**config.mk**
```make
export PLATFORM = sky130hd
export DESIGN_NAME = scr_intc
export DESIGN_NICKNAME = d
export VERILOG_FILES = /design/src/rtl/scr_intc_pkg.sv /design/src/rtl/scr_intc_sync.sv /design/src/rtl/scr_intc_sense.sv /design/src/rtl/scr_intc_vec.sv /design/src/rtl/scr_intc.sv
export SDC_FILE = /design/constraint.sdc
export NUM_CORES = 1
export LEC_CHECK = 0
export BUFFER_PORTS_ARGS = -buffer_cell sky130_fd_sc_hd__buf_2
export CORE_MARGIN = 2
export CORE_UTILIZATION = 32
export CTS_BUF_LIST = sky130_fd_sc_hd__clkbuf_16
export CTS_CLUSTER_SIZE = 25
export DETAILED_ROUTE_END_ITERATION = 12
export SYNTH_ARGS = -nofsm -noshare
export SYNTH_HDL_FRONTEND = slang
export SYNTH_SLANG_ARGS = --single-unit
```
**constraint.sdc**
```tcl
create_clock -name clk_i -period 2.3 [get_ports clk_i]
set_input_delay 0.345 -clock clk_i [delete_from_list [all_inputs] [get_ports clk_i]]
set_output_delay 0.345 -clock clk_i [all_outputs]
set_load 0.05 [all_outputs]
```
**src/rtl/scr_intc_pkg.sv**
```systemverilog
package scr_intc_pkg;

    localparam int NUM_SRC  = 64;
    localparam int REG_W    = 32;
    localparam int CODE_W   = 6;
    localparam int SENSE_W  = 2;
    localparam int ADDR_W   = 4;
    localparam int SYNC_LEN = 2;
    localparam int SENSE_WORDS = (NUM_SRC * SENSE_W) / REG_W;

    localparam logic [ADDR_W-1:0] A_MASK_HI  = 4'd0;
    localparam logic [ADDR_W-1:0] A_MASK_LO  = 4'd1;
    localparam logic [ADDR_W-1:0] A_PEND_HI  = 4'd2;
    localparam logic [ADDR_W-1:0] A_PEND_LO  = 4'd3;
    localparam logic [ADDR_W-1:0] A_VECTOR   = 4'd4;
    localparam logic [ADDR_W-1:0] A_SENSE0   = 4'd5;

    typedef enum logic [SENSE_W-1:0] {
        SENSE_LVL_LO = 2'd0,
        SENSE_LVL_HI = 2'd1,
        SENSE_FALL   = 2'd2,
        SENSE_RISE   = 2'd3
    } sense_e;

    typedef struct packed {
        logic [NUM_SRC-1:0]         mask;   // [63:32] high bank, [31:0] low bank
        logic [NUM_SRC-1:0]         pend;
        logic [NUM_SRC*SENSE_W-1:0] sense;
    } regs_t;

    // Flat bit index (high bank * 32 + bit) of a source number.
    function automatic logic [CODE_W-1:0] flat_idx(int unsigned v);
        int unsigned hi;
        int unsigned pos;
        if (v < 16) begin
            hi = 0; pos = (16 - v) % 16;
        end else if (v < 19) begin
            hi = 1; pos = 18 - v;
        end else if (v < 31) begin
            hi = 1; pos = 33 - v;
        end else if (v == 31) begin
            hi = 1; pos = 0;
        end else if (v < 48) begin
            hi = 0; pos = 63 - v;
        end else begin
            hi = 1; pos = v - 32;
        end
        return CODE_W'(hi * 32 + pos);
    endfunction

endpackage

```
**src/rtl/scr_intc_sync.sv**
```systemverilog
module scr_intc_sync #(
    parameter int WIDTH  = 64,
    parameter int STAGES = 2
) (
    input  logic             clk_i,
    input  logic             rst_ni,
    input  logic [WIDTH-1:0] raw_i,
    output logic [WIDTH-1:0] sync_o,
    output logic [WIDTH-1:0] prev_o
);

    logic [WIDTH-1:0] stage_d [STAGES];
    logic [WIDTH-1:0] stage_q [STAGES];
    logic [WIDTH-1:0] prev_d, prev_q;

    always_comb begin
        stage_d[0] = raw_i;
        for (int s = 1; s < STAGES; s++) begin
            stage_d[s] = stage_q[s-1];
        end
        prev_d = stage_q[STAGES-1];
    end

    always_ff @(posedge clk_i or negedge rst_ni) begin
        if (!rst_ni) begin
            for (int s = 0; s < STAGES; s++) begin
                stage_q[s] <= '0;
            end
            prev_q <= '0;
        end else begin
            for (int s = 0; s < STAGES; s++) begin
                stage_q[s] <= stage_d[s];
            end
            prev_q <= prev_d;
        end
    end

    assign sync_o = stage_q[STAGES-1];
    assign prev_o = prev_q;

endmodule

```
**src/rtl/scr_intc_sense.sv**
```systemverilog
module scr_intc_sense
    import scr_intc_pkg::*;
#(
    parameter int N = NUM_SRC
) (
    input  logic [N-1:0]         sync_i,
    input  logic [N-1:0]         prev_i,
    input  logic [N*SENSE_W-1:0] sense_i,
    output logic [N-1:0]         set_o    // flat pending-bit set strobes
);

    logic [N-1:0] evt;
    logic         unused_evt0;

    always_comb begin
        for (int v = 0; v < N; v++) begin
            case (sense_e'(sense_i[SENSE_W*v +: SENSE_W]))
                SENSE_LVL_LO: evt[v] = ~sync_i[v];
                SENSE_LVL_HI: evt[v] =  sync_i[v];
                SENSE_FALL:   evt[v] =  prev_i[v] & ~sync_i[v];
                default:      evt[v] = ~prev_i[v] &  sync_i[v];
            endcase
        end
    end

    // Scatter source events onto their scrambled bit positions; source 0 is reserved.
    always_comb begin
        set_o = '0;
        for (int v = 1; v < N; v++) begin
            set_o[flat_idx(v)] = set_o[flat_idx(v)] | evt[v];
        end
    end

    assign unused_evt0 = evt[0];

endmodule

```
**src/rtl/scr_intc_vec.sv**
```systemverilog
module scr_intc_vec
    import scr_intc_pkg::*;
#(
    parameter int N = NUM_SRC
) (
    input  logic [N-1:0]      active_i,   // flat pending & mask
    output logic [CODE_W-1:0] code_o
);

    // Lowest nonzero source number wins; scan downward so the lowest assignment sticks.
    always_comb begin
        code_o = '0;
        for (int v = N - 1; v >= 1; v--) begin
            if (active_i[flat_idx(v)]) begin
                code_o = CODE_W'(v);
            end
        end
    end

endmodule

```
**src/rtl/scr_intc.sv**
```systemverilog
module scr_intc
    import scr_intc_pkg::*;
(
    input  logic                 clk_i,
    input  logic                 rst_ni,
    input  logic [NUM_SRC-1:0]   irq_src_i,
    input  logic [ADDR_W-1:0]    bus_addr_i,
    input  logic                 bus_we_i,
    input  logic [REG_W-1:0]     bus_wdata_i,
    output logic [REG_W-1:0]     bus_rdata_o,
    output logic                 cpu_irq_o
);

    regs_t st_d, st_q;

    logic [NUM_SRC-1:0] sync_w, prev_w, set_w, clr_w, active_w;
    logic [CODE_W-1:0]  code_w;

    scr_intc_sync #(.WIDTH(NUM_SRC), .STAGES(SYNC_LEN)) i_sync (
        .clk_i  (clk_i),
        .rst_ni (rst_ni),
        .raw_i  (irq_src_i),
        .sync_o (sync_w),
        .prev_o (prev_w)
    );

    scr_intc_sense #(.N(NUM_SRC)) i_sense (
        .sync_i  (sync_w),
        .prev_i  (prev_w),
        .sense_i (st_q.sense),
        .set_o   (set_w)
    );

    assign active_w = st_q.pend & st_q.mask;

    scr_intc_vec #(.N(NUM_SRC)) i_vec (
        .active_i (active_w),
        .code_o   (code_w)
    );

    // Write-one-to-clear strobes for both pending banks.
    always_comb begin
        clr_w = '0;
        if (bus_we_i && bus_addr_i == A_PEND_HI) clr_w[NUM_SRC-1:REG_W] = bus_wdata_i;
        if (bus_we_i && bus_addr_i == A_PEND_LO) clr_w[REG_W-1:0]       = bus_wdata_i;
    end

    always_comb begin
        st_d = st_q;
        if (bus_we_i && bus_addr_i == A_MASK_HI) st_d.mask[NUM_SRC-1:REG_W] = bus_wdata_i;
        if (bus_we_i && bus_addr_i == A_MASK_LO) st_d.mask[REG_W-1:0]       = bus_wdata_i;
        for (int k = 0; k < SENSE_WORDS; k++) begin
            if (bus_we_i && bus_addr_i == A_SENSE0 + ADDR_W'(k)) begin
                st_d.sense[REG_W*k +: REG_W] = bus_wdata_i;
            end
        end
        st_d.pend = (st_q.pend & ~clr_w) | set_w;   // a set beats a clear
    end

    always_ff @(posedge clk_i or negedge rst_ni) begin
        if (!rst_ni) st_q <= '0;
        else         st_q <= st_d;
    end

    always_comb begin
        bus_rdata_o = '0;
        case (bus_addr_i)
            A_MASK_HI: bus_rdata_o = st_q.mask[NUM_SRC-1:REG_W];
            A_MASK_LO: bus_rdata_o = st_q.mask[REG_W-1:0];
            A_PEND_HI: bus_rdata_o = st_q.pend[NUM_SRC-1:REG_W];
            A_PEND_LO: bus_rdata_o = st_q.pend[REG_W-1:0];
            A_VECTOR:  bus_rdata_o = {code_w, {(REG_W-CODE_W){1'b0}}};
            default: begin
                for (int k = 0; k < SENSE_WORDS; k++) begin
                    if (bus_addr_i == A_SENSE0 + ADDR_W'(k)) begin
                        bus_rdata_o = st_q.sense[REG_W*k +: REG_W];
                    end
                end
            end
        endcase
    end

    assign cpu_irq_o = |active_w;

    // ---------------- assertions ----------------
    assert_irq_code_agree_R9: assert property (@(posedge clk_i) disable iff (!rst_ni)
        cpu_irq_o == (code_w != '0));

    assert_code_points_at_live_bit_R8: assert property (@(posedge clk_i) disable iff (!rst_ni)
        (code_w != '0) |-> (active_w[flat_idx(int'(code_w))] && code_w != 6'd31));

    assert_reserved_bits_idle_R11: assert property (@(posedge clk_i) disable iff (!rst_ni)
        !st_q.pend[0] && !st_q.pend[REG_W + 15]);

    assert_mask_hi_hold_R3: assert property (@(posedge clk_i) disable iff (!rst_ni)
        !(bus_we_i && bus_addr_i == A_MASK_HI) |=> $stable(st_q.mask[NUM_SRC-1:REG_W]));

    assert_mask_lo_hold_R3: assert property (@(posedge clk_i) disable iff (!rst_ni)
        !(bus_we_i && bus_addr_i == A_MASK_LO) |=> $stable(st_q.mask[REG_W-1:0]));

    for (genvar i = 0; i < NUM_SRC; i++) begin : g_pend_chk
        localparam logic [ADDR_W-1:0] PA = (i >= REG_W) ? A_PEND_HI : A_PEND_LO;
        assert_pend_fall_by_w1c_R4: assert property (@(posedge clk_i) disable iff (!rst_ni)
            $fell(st_q.pend[i]) |-> $past(bus_we_i && bus_addr_i == PA && bus_wdata_i[i % REG_W]));
        assert_set_beats_clear_R5: assert property (@(posedge clk_i) disable iff (!rst_ni)
            set_w[i] |=> st_q.pend[i]);
    end

endmodule

```
==> results.sh <==
export IMPL_hold_viol=0
export IMPL_post_place_ws_ns=-0.447
export IMPL_outcome="finished with violations"
export IMPL_p_per_area_nw_per_um2=874
export IMPL_gp_congestion=0.937
export IMPL_grt_ovfl_total=0
export IMPL_mostFrequentLayoutCell="dfrtp_1"
export IMPL_fin_ws_ns=-0.641
export IMPL_ir_worst_vdd_mv=0.498
export IMPL_crit_buf_inv=2
export IMPL_final_util=0.450
export IMPL_path_clk_slew_ns=0.06
export IMPL_yosysWarnings=0
export IMPL_seq_area_um2=11100
export IMPL_critical_path_cell_chain="a222oi_1, buf_4, o21ai_2, a311oi_2, nor3_2, a2bb2oi_4, buf_6"
export IMPL_synth_top_family_by_area="multiplexers"
export IMPL_ios=136
export IMPL_dieArea_um2=60800
export IMPL_ys_types=60
export IMPL_p_total_mw=22.8
export IMPL_drive_gt1_frac=0.412
export IMPL_clock_sinks=445
export IMPL_area_growth_pct=38.4
export IMPL_layout_cells_non_filler=2770
export IMPL_netlist_instances=1508
export IMPL_muxShareOfSynthArea=0.139
export IMPL_cts_tree="yes"
export IMPL_firstDrtPassIters=5
export IMPL_multi_input_area_um2=8220
export IMPL_startpoint_type="register"
export IMPL_violations="negative setup slack"
export IMPL_path_class="reg2out"
export IMPL_clk_path_buf_depth=3
export IMPL_start_util=0.325
export IMPL_required_ns=1.96
export IMPL_insertion_delay_ns=0.61
export IMPL_drtIter0Drc=1011
export IMPL_critPathTopFamily="compound AO/OA/AOI/OAI gates"
export IMPL_n_fill_cell=5375
export IMPL_critPathArrivalTime_ns=2.60
export IMPL_avgRoutedWirePerCell_um=22.3
export IMPL_timing_fmax_ghz=0.340
export IMPL_relSlewSlack=0.542
export IMPL_grt_max_degree=64
export IMPL_cts_buffers=51
export IMPL_die_h_um=247
export IMPL_finalSetupViolCount=24
export IMPL_final_cell_mix="440 x dfrtp_1, 214 x buf_4, 190 x mux2_2"
export IMPL_synthAdderAreaFrac=0
export IMPL_synth_async_reset_ratio=1.00
export IMPL_yosysSeqAreaShare=0.591
export IMPL_skew_ns=0.0271
export IMPL_synth_nets=1611
export IMPL_io_buffers=134
export IMPL_dp_cells=2582
export IMPL_min_period_over_period=1.28
export IMPL_synth_compound_area_frac=0.130
export IMPL_tightest_slew_ns=0.686
export IMPL_synth_seq_cells=445
export IMPL_worstSetupEndpointType="primary output"
export IMPL_finalNetCount=2065
export IMPL_num_rows=88
export IMPL_grt_setup_unrepaired="true"
export IMPL_fin_tns_setup_ns=-7.59
export IMPL_grt_pass1_vias=14800
export IMPL_num_vias=14300
export IMPL_fin_crit_ns=2.94
export IMPL_drc=0
export IMPL_r2r_slack_ns=0.94
export IMPL_grt_pass1_wl_um=92800
export IMPL_dp_hpwl_um=44300
export IMPL_vias_per_cell=5.15
export IMPL_syn_area_um2=18800
export IMPL_slowest_delay_ns=0.44
export IMPL_hold_class="in2reg"
export IMPL_worstPathMaxFanout=3
export IMPL_antenna_found_initial=8
export IMPL_cp_slowest_cell="a222oi_1"
export IMPL_cap_violations=0
export IMPL_yosys_area_share_simple=0.0696
export IMPL_avgSynthCellArea_um2=12.5
export IMPL_coreArea_um2=57900
export IMPL_synth_edff_count=0
export IMPL_power_leakage_nw=11.0
export IMPL_routed_wl_um=61900
export IMPL_maxSlewViolCount=0
export IMPL_cts_max_level=2
export IMPL_cts_root_buf="clkbuf_16"
export IMPL_synthFlopType="dfrtp_1"
export IMPL_detail_route_antenna_nets=0
export IMPL_grt_use_total=0.205
export IMPL_synthXorXnorAreaFrac=0.0549
export IMPL_die_w_um=247
## report_power, final
part	switching [mW]	internal (mW)
clock	3.33	4.38
combinational	2.58	2.64
sequential	1.02	8.84
## path summary, 6_finish.rpt
| kind | cells after the start | from | endpoint |
|---|---|---|---|
| hold / removal | 2 | bus_wdata_i[11] | st_q[75]$_DFFE_PN0P_ |
| min in group asynchronous | 2 | rst_ni | i_sync.stage_d[1]$_DFF_PN0_ |
| setup / recovery | 7 | st_q[154]$_DFF_PN0_ | bus_rdata_o[26] |
| max in group asynchronous | 3 | rst_ni | st_q[226]$_DFFE_PN0P_ |
| setup reg to reg | 3 | st_q[24]$_DFFE_PN0P_ | st_q[132]$_DFF_PN0_ |
| hold reg to reg | 0 | i_sync.stage_d[56]$_DFF_PN0_ | i_sync.sync_o[56]$_DFF_PN0_ |
## registers in the layout (all words and copies together), names as in the netlist
signal	cells
i_sync.sync_o	63
i_sync.prev_o	63
st_q	256
i_sync.stage_d	63
## cell usage after synthesis (all sizes together) (2+ instances only)
cell type / n / share of area
o22ai: 9 / 0.0030
nor2: 64 / 0.013
a221oi: 8 / 0.0037
a21boi: 3 / 0.0012
dfrtp: 445 / 0.59
xor2: 59 / 0.027
mux4: 16 / 0.019
and2: 6 / 0.0020
o32ai: 2 / 0.00093
inv: 5 / 0.0010
a222oi: 21 / 0.011
mux2: 195 / 0.12
a211oi: 14 / 0.0056
a31oi: 9 / 0.0030
buf: 36 / 0.0090
a32o: 4 / 0.0021
a21o: 62 / 0.025
a22o: 10 / 0.0047
nor2b: 15 / 0.0050
clkbuf: 29 / 0.0058
o2111ai: 3 / 0.0014
mux2i: 6 / 0.0032
nor3: 25 / 0.0066
nand2b: 9 / 0.0034
a32oi: 8 / 0.0037
or3: 2 / 0.00073
xnor2: 59 / 0.027
o211ai: 3 / 0.0012
o21ai: 15 / 0.0040
nand3: 17 / 0.0045
a22oi: 38 / 0.015
a211o: 4 / 0.0019
nand4: 5 / 0.0017
and3: 3 / 0.0010
a21oi: 143 / 0.038
nand2: 138 / 0.028
## stage by stage
stage	hold slack [ns]	area (um^2)
global placement	0.332	22800
global route	0.102	26100
CTS	0.0710	25700
detailed placement	0.335	22800
finish	0.0966	26100
floorplan	0.0494	19100
## what timing repair did
item	4_1_cts	5_1_grt
pin swaps	46	37
hold buffers	64	0
endpoints found under the hold margin	111	0
gates cloned	0	1
resized for setup	138	51
setup endpoints to repair	33	33
setup buffers	18	15
## kinds of logic after synthesis
group,after synthesis
multiplexers,217
AND/OR/NAND/NOR,293
flip-flops,445
buffers and inverters,70
XOR/XNOR,118
AO/OA/AOI/OAI,365
## cell type report
cell class,instances,area share
Clock inverter,42,0.0115
Sequential cell,445,0.427
Clock buffer,51,0.0490
Antenna cell,3,0.000288
Timing Repair Buffer,466,0.159
Tap cell,765,0.0367
Inverter,5,0.000720
Multi-Input combinational cell,993,0.315
## metal layers
metal  track usage  share of wire  wire length [um]
met3        0.0427          0.062              3850
met4        0.0813          0.037              2290
met2         0.333           0.48             29400
met5             0         0.0014                87
met1         0.268           0.42             26200
(Power assumes the default switching activity.)
